[config.mk]
export PLATFORM = sky130hd
export DESIGN_NAME = mbox_single_slot
export DESIGN_NICKNAME = d
export VERILOG_FILES = /design/src/rtl/mbox_pkg.sv /design/src/rtl/mbox_ctrl.sv /design/src/rtl/mbox_datapath.sv /design/src/rtl/mbox_single_slot.sv
export SDC_FILE = /design/constraint.sdc
export NUM_CORES = 1
export LEC_CHECK = 0
export ABC_CLOCK_PERIOD_IN_PS = 2900
export BUFFER_PORTS_ARGS = -buffer_cell sky130_fd_sc_hd__buf_2
export CAP_MARGIN = 30
export CORE_MARGIN = 2
export CORE_UTILIZATION = 30
export DETAILED_ROUTE_END_ITERATION = 8
export MAX_ROUTING_LAYER = met4
export PLACE_DENSITY_LB_ADDON = 0.05
export SYNTH_ARGS = -nofsm -noshare
export SYNTH_HDL_FRONTEND = slang
export SYNTH_SLANG_ARGS = --single-unit
[constraint.sdc]
create_clock -name clk -period 2.9 [get_ports clk]
set_clock_uncertainty 0.15 [all_clocks]
set_input_delay 0.435 -clock clk [delete_from_list [all_inputs] [get_ports clk]]
set_output_delay 0.435 -clock clk [all_outputs]
set_load 0.005 [all_outputs]
[src/rtl/mbox_pkg.sv]
package mbox_pkg;
  typedef struct packed {
    logic takeExt;    // store external word at edge
    logic takeInt;    // store internal word at edge
    logic drain;      // slot consumed this cycle
    logic notifyExt;  // broadcast source is external
    logic notifyOn;   // broadcast active this cycle
  } mboxStrobes_t;
endpackage

[src/rtl/mbox_ctrl.sv]
module mbox_ctrl
  import mbox_pkg::*;
(
  input  logic         clk,
  input  logic         rstN,
  input  logic         extPutReq,
  input  logic         inPutReq,
  input  logic         getReq,
  input  logic         extNotifyReq,
  input  logic         inNotifyReq,
  output mboxStrobes_t strobes
);
  logic full;

  always_comb begin
    strobes.takeExt   = extPutReq & ~full;
    strobes.takeInt   = inPutReq & ~full & ~extPutReq;
    strobes.drain     = getReq & full;
    strobes.notifyExt = extNotifyReq;
    strobes.notifyOn  = extNotifyReq | inNotifyReq;
  end

  always_ff @(posedge clk) begin
    if (!rstN) full <= 1'b0;
    else       full <= (full & ~strobes.drain) | strobes.takeExt | strobes.takeInt;
  end
endmodule

[src/rtl/mbox_datapath.sv]
module mbox_datapath
  import mbox_pkg::*;
#(
  parameter int W = 16,
  parameter int N = 3
) (
  input  logic         clk,
  input  logic         rstN,
  input  mboxStrobes_t strobes,
  input  logic [W-1:0] extData,
  input  logic [W-1:0] inPutData,
  input  logic [W-1:0] inNotifyData,
  input  logic [N-1:0] waitReq,
  output logic [W-1:0] getData,
  output logic [W-1:0] waitData,
  output logic [N-1:0] waitAck
);
  logic [W-1:0] slot;

  always_ff @(posedge clk) begin
    if (!rstN)                slot <= '0;
    else if (strobes.takeExt) slot <= extData;
    else if (strobes.takeInt) slot <= inPutData;
  end

  assign getData = strobes.drain ? slot : '0;

  always_comb begin
    if (!strobes.notifyOn)      waitData = '0;
    else if (strobes.notifyExt) waitData = extData;
    else                        waitData = inNotifyData;
  end

  for (genvar i = 0; i < N; i++) begin : gWaiter
    assign waitAck[i] = strobes.notifyOn & waitReq[i];
  end
endmodule

[src/rtl/mbox_single_slot.sv]
module mbox_single_slot
  import mbox_pkg::*;
#(
  parameter int W = 16,
  parameter int NUM_WAITERS = 3
) (
  input  logic                   clk,
  input  logic                   rstN,
  input  logic [W-1:0]           extData,
  input  logic                   extWen,
  input  logic                   extPut,
  input  logic                   extNotify,
  output logic                   extPutAck,
  input  logic                   inPutReq,
  input  logic [W-1:0]           inPutData,
  output logic                   inPutGnt,
  input  logic                   getReq,
  output logic                   getAck,
  output logic [W-1:0]           getData,
  input  logic                   inNotifyReq,
  input  logic [W-1:0]           inNotifyData,
  input  logic [NUM_WAITERS-1:0] waitReq,
  output logic [NUM_WAITERS-1:0] waitAck,
  output logic [W-1:0]           waitData
);
  mboxStrobes_t strobes;

  mbox_ctrl uCtrl (
    .clk(clk), .rstN(rstN),
    .extPutReq(extWen & extPut), .inPutReq(inPutReq), .getReq(getReq),
    .extNotifyReq(extWen & extNotify), .inNotifyReq(inNotifyReq),
    .strobes(strobes)
  );

  mbox_datapath #(.W(W), .N(NUM_WAITERS)) uDp (
    .clk(clk), .rstN(rstN), .strobes(strobes),
    .extData(extData), .inPutData(inPutData), .inNotifyData(inNotifyData),
    .waitReq(waitReq), .getData(getData), .waitData(waitData), .waitAck(waitAck)
  );

  assign extPutAck = strobes.takeExt;
  assign inPutGnt  = strobes.takeInt;
  assign getAck    = strobes.drain;
endmodule

==> results of run 1 <==
[worst max-delay path: cells and delay by family (launching register included)]
kind	cells	cell delay, ns
simple gates	1	0.45
flops	1	0.66
buf+inv	2	0.19
[per-layer routing]
metal / track usage / wire length [um] / part of all wire
met5: - / 0 / 0
met4: 0.0625 / 49 / 0.014
met3: 0.0223 / 288 / 0.081
met1: 0.241 / 1740 / 0.49
met2: 0.242 / 1450 / 0.41
[area by class of cell]
type	count	area (um^2)
well taps	48	60.1
clock inverters	1	5.00
fillers	442	2020
flip-flops and latches	17	340
multi-input cells	139	688
repair buffers	99	503
inverters	1	3.75
clock buffers	3	41.3
[path summary, 6_finish.rpt]
check                                 start                   endpoint  slack (ns)  depth (start not counted)
setup reg to reg      uCtrl.full$_SDFF_PN0_      uCtrl.full$_SDFF_PN0_        1.17                          3
hold / removal                 inPutData[9]   uDp.slot[9]$_SDFFE_PN0P_        0.28                          3
setup / recovery      uCtrl.full$_SDFF_PN0_                  extPutAck        0.77                          3
hold reg to reg   uDp.slot[11]$_SDFFE_PN0P_  uDp.slot[11]$_SDFFE_PN0P_        0.32                          2
[sequential cells by signal, summed over array words and instances, names as in the netlist]
register / cells
uCtrl.full: 1
uDp.slot: 16
[power by group]
| part | switching [mW] | internal [mW] |
|---|---|---|
| clock network | 0.0786 | 0.0952 |
| registers | 0.0133 | 0.255 |
| logic | 0.0876 | 0.0817 |
| total | 0.180 | 0.432 |
[kinds of logic (layout without fill, tap and decap cells)]
| family | count (synthesis) | after routing | synth area share |
|---|---|---|---|
| flip-flops | 17 | 17 | 0.299 |
| buffers and inverters | 18 | 104 | 0.0967 |
| AND/OR/NAND/NOR | 86 | 86 | 0.344 |
| AO/OA/AOI/OAI | 53 | 53 | 0.260 |
[layout by cell type (no fill, tap or decap)]
master	netlist	final
nor2b_1	2	2
o21ai_0	25	25
a31oi_1	16	16
a21oi_1	1	1
nand2b_1	1	1
buf_4	5	3
clkinv_2	0	1
o21ai_1	7	7
dfxtp_1	17	17
nand2_1	64	64
nand3b_4	1	1
o21a_1	3	3
o31a_1	1	1
inv_2	1	1
buf_2	7	96
and3_1	16	16
clkbuf_8	0	3
and2_1	2	2
[stage by stage]
step,setup slack [ns],power (mW),cells,util
finish,0.766,0.612,308,0.448
global route,0.627,0.657,308,0.448
CTS,0.774,0.620,308,0.448
detailed placement,1.03,0.444,304,0.436
global placement,1.03,0.444,304,0.436
floorplan,1.27,0.366,174,-
==> flow_summary.toml, run 1 <==
[synthesis]
synth_top_area_frac = 0.299
synth-edff-count = 0
syn_area_um2 = 1140
avgSynthCellArea_um2 = 6.54
ys_seq_area_frac = 0.299
yosys_warnings = 0
netlist_instances = 174
synth_common_cells = "64 x nand2_1, 25 x o21ai_0, 17 x dfxtp_1, 16 x a31oi_1, 16 x and3_1"
yosys.cell_count.top_type = "nand2_1"
yosysTopAreaCell = "dfxtp_1"
synth-seq-cells = 17
synth_nets = 233
ys_types = 18
yosys-top-cells-area = "dfxtp_1 30%, nand2_1 21%, o21ai_0 11%"
synth_ff_type = "dfxtp_1"
async_reset_ff_frac = 0

[clock_tree]
cts-buffers-inserted = 3
clk_latency_ns = 0.25
clock-root-buffer = "clkbuf_8"
cts_tree = "yes"
cts_hold_buffers = 0
cts_max_path_buffers = 2
ctsHtreeMaxLevel = 1
path_clk_slew_ns = 0.07
cts.repair.resized = 0
cts_num_sinks = 17
cts_setup_buffers = 0

[worst_setup_path]
criticalPathCategory = "reg -> out"
slowest_stage = "dfxtp_1"
arrival_ns = 1.55
path_cells = "nand3b_4, inv_2, buf_2"
crit_fanout = 33
cp-start-kind = "flop"
cp.required_ns = 2.32
critPathMaxStageDelay_ns = 0.66
end_kind = "output pin"

[placed_design]
dpl.hpwl_um = 2790
dpl_cell_area_um2 = 1600
numPortBuffers = 96
place_congestion = 0.785

[sta]
hold_ws_ns = 0.284
finalMaxSlewViolations = 0
rsz0062_at_grt = "no"
period_share = 0.736
setup_viol = 0
final.setup.tns_ns = 0
worst_pin_slew_ns = 0.539
slew-limit-headroom = 0.640
fmax_ghz = 0.469
period_needed_ns = 2.13
finalHoldViolations = 0

[floorplanning]
die-area_um2 = 4300
core-area_um2 = 3660
die_w_um = 65.6
die_h_um = 65.6
io_pins = 97
rows = 22
initial_core_util = 0.311

[cells_and_area]
area_growth_pct = 44.2
drive_gt1_frac = 0.404
fin_nets = 320
fin_area_um2 = 1640
n_antenna_cell = 0

[drt]
via_per_inst = 4.61
wire_per_inst_um = 11.5
dr.pass1.iters = 4
drt_iter0_markers = 59
ant_nets = 0
num_vias = 1421
drcViolationCount = 0
wl_um = 3540

[grt]
grt_max_degree = 36
grt_remaining_overflow = 0
grt_pass1_wl_um = 5540
grt_usage = 0.169
grt_pass1_vias = 1239
antenna_found_initial = 0

[run]
drv_cap = 0

[power_and_ir_drop]
irDropWorstVdd_mv = 0.160
p_per_area_nw_per_um2 = 373
leakage_nw = 0.905

[run_status]
status = "finished clean"

[min_path]
hold_path.class = "in -> reg"
No activity file was read; power rests on OpenSTA's default activity.
==> run 2: changes to the inputs <==
ABC_CLOCK_PERIOD_IN_PS = 2090   (was 2900)
clock period = 2.09 ns   (was 2.9 ns; I/O delays follow)
==> flow_summary.toml, run 2 (synthesis results as in run 1) <==
[run_status]
status = "finished clean"

[placed_design]
numPortBuffers = 96
dpl.hpwl_um = 2870
place_congestion = 0.821

[power_and_ir_drop]
switching_share = 0.296
leakage_nw = 0.915
p_sw_mw = 0.254
p_total_mw = 0.856
pwr-share-clk = 0.285
pwr-share-comb = 0.282
p_per_area_nw_per_um2 = 517
irDropWorstVdd_mv = 0.184
seq_power_share = 0.432
p_int_mw = 0.603

[cells_and_area]
n_antenna_cell = 0
regMostFlops = "uDp.slot"
reg.largest.list = "uDp.slot (16), uCtrl.full (1)"
largest_reg_flops = 16
layout_common_cells = "96 x buf_2, 64 x nand2_1, 25 x o21ai_0"
area_growth_pct = 45.5
fin_nets = 322
final_common_cell = "buf_2"
fill_cells = 430
drive_gt1_frac = 0.408

[clock_tree]
clk_latency_ns = 0.25
cts_max_path_buffers = 2
cts.repair.resized = 0
path_clk_slew_ns = 0.07
cts_tree = "yes"
cts-buffers-inserted = 3
cts_hold_buffers = 0
cts_setup_buffers = 0
ctsHtreeMaxLevel = 1
clock-root-buffer = "clkbuf_8"
cts_num_sinks = 17

[floorplanning]
rows = 22
initial_core_util = 0.311
die_h_um = 65.6
io_pins = 97
die_w_um = 65.6
core-area_um2 = 3660
die-area_um2 = 4300

[drt]
dr.pass1.iters = 4
wire_per_inst_um = 11.5
drcViolationCount = 0
ant_nets = 0
via_per_inst = 4.58
num_vias = 1421
drt_iter0_markers = 73
wl_um = 3580

[grt]
grt_pass1_wl_um = 5400
grt_pass1_vias = 1136
antenna_found_initial = 0
grt_max_degree = 36
grt_usage = 0.166
grt_remaining_overflow = 0

[min_path]
hold_path.class = "in -> reg"
whs_path_depth = 3
min-delay-start = "inPutData[0]"
holdPathEnd = "uDp.slot[0]$_SDFFE_PN0P_"

[sta]
final.setup.tns_ns = 0
fmax_ghz = 0.579
period_needed_ns = 1.73
worst_pin_slew_ns = 0.569
setup_viol = 0
period_share = 0.827
finalHoldViolations = 0
rsz0062_at_grt = "no"
slew-limit-headroom = 0.620
finalMaxSlewViolations = 0

[worst_setup_path]
r2r_cells = 4
criticalPathCategory = "reg -> out"
arrival_ns = 1.27
end_kind = "output pin"
critPathMaxStageDelay_ns = 0.49
path_cells = "nand3b_4, inv_2, buf_2"
slowest_stage = "dfxtp_1"
critical_path.startpoint = "uCtrl.full$_SDFF_PN0_"
r2r_start = "uCtrl.full$_SDFF_PN0_"
r2r-end = "uDp.slot[9]$_SDFFE_PN0P_"
crit_fanout = 24
cp-start-kind = "flop"
cp.required_ns = 1.63
ff2ff_setup_slack_ns = 0.48

[run]
drv_cap = 0
## run 2: layout make-up
cell class              instances  area [um^2]  share of cell area
clock inverters                 1         5.00             0.00302
clock buffers                   3         41.3              0.0249
repair buffers                101          518               0.313
multi-input cells             139          688               0.415
flip-flops and latches         17          340               0.205
well taps                      48         60.1              0.0363
inverters                       1         3.75             0.00227
## run 2: layer usage
| layer | track usage | vias to the layer above | part of all wire |
|---|---|---|---|
| met4 | 0.0625 | 0 | 0 |
| met5 | - | - | 0 |
| met3 | 0.0257 | 0 | 0.085 |
| li1 | - | 772 | - |
| met1 | 0.239 | 581 | 0.49 |
| met2 | 0.232 | 68 | 0.42 |
## run 2: critical path, delay by kind of cell, from the launching register on
family | cells | cell delay, ns
simple gates | 1 | 0.34
buf+inv | 2 | 0.19
flops | 1 | 0.49
## run 2: worst max-delay path by stage
| stage | endpoint | slack [ns] | cells past startpoint |
|---|---|---|---|
| after floorplan | waitData[10] | 0.70 | 4 |
| after global placement | waitData[3] | 0.48 | 5 |
| after detailed placement | waitData[3] | 0.47 | 5 |
| after CTS | extPutAck | 0.35 | 3 |
| after global routing | extPutAck | 0.28 | 3 |
| final | extPutAck | 0.36 | 3 |
## run 2: power groups by stage
stage	clock network, mW	logic, mW	registers [mW]
detailed placement	0	0.244	0.378
global route	0.261	0.273	0.374
global placement	0	0.244	0.377
floorplan	0	0.138	0.370
finish	0.244	0.242	0.370
CTS	0.249	0.245	0.371
## run 2: per-stage QoR
stage	instances	worst slack, ns	hold WS, ns	cell area [um^2]	utilization
floorplan	174	0.698	0.296	1140	-
global placement	306	0.479	0.314	1610	0.440
detailed placement	306	0.470	0.311	1610	0.440
CTS	310	0.352	0.166	1660	0.452
global route	310	0.282	0.171	1660	0.452
finish	310	0.361	0.168	1660	0.452
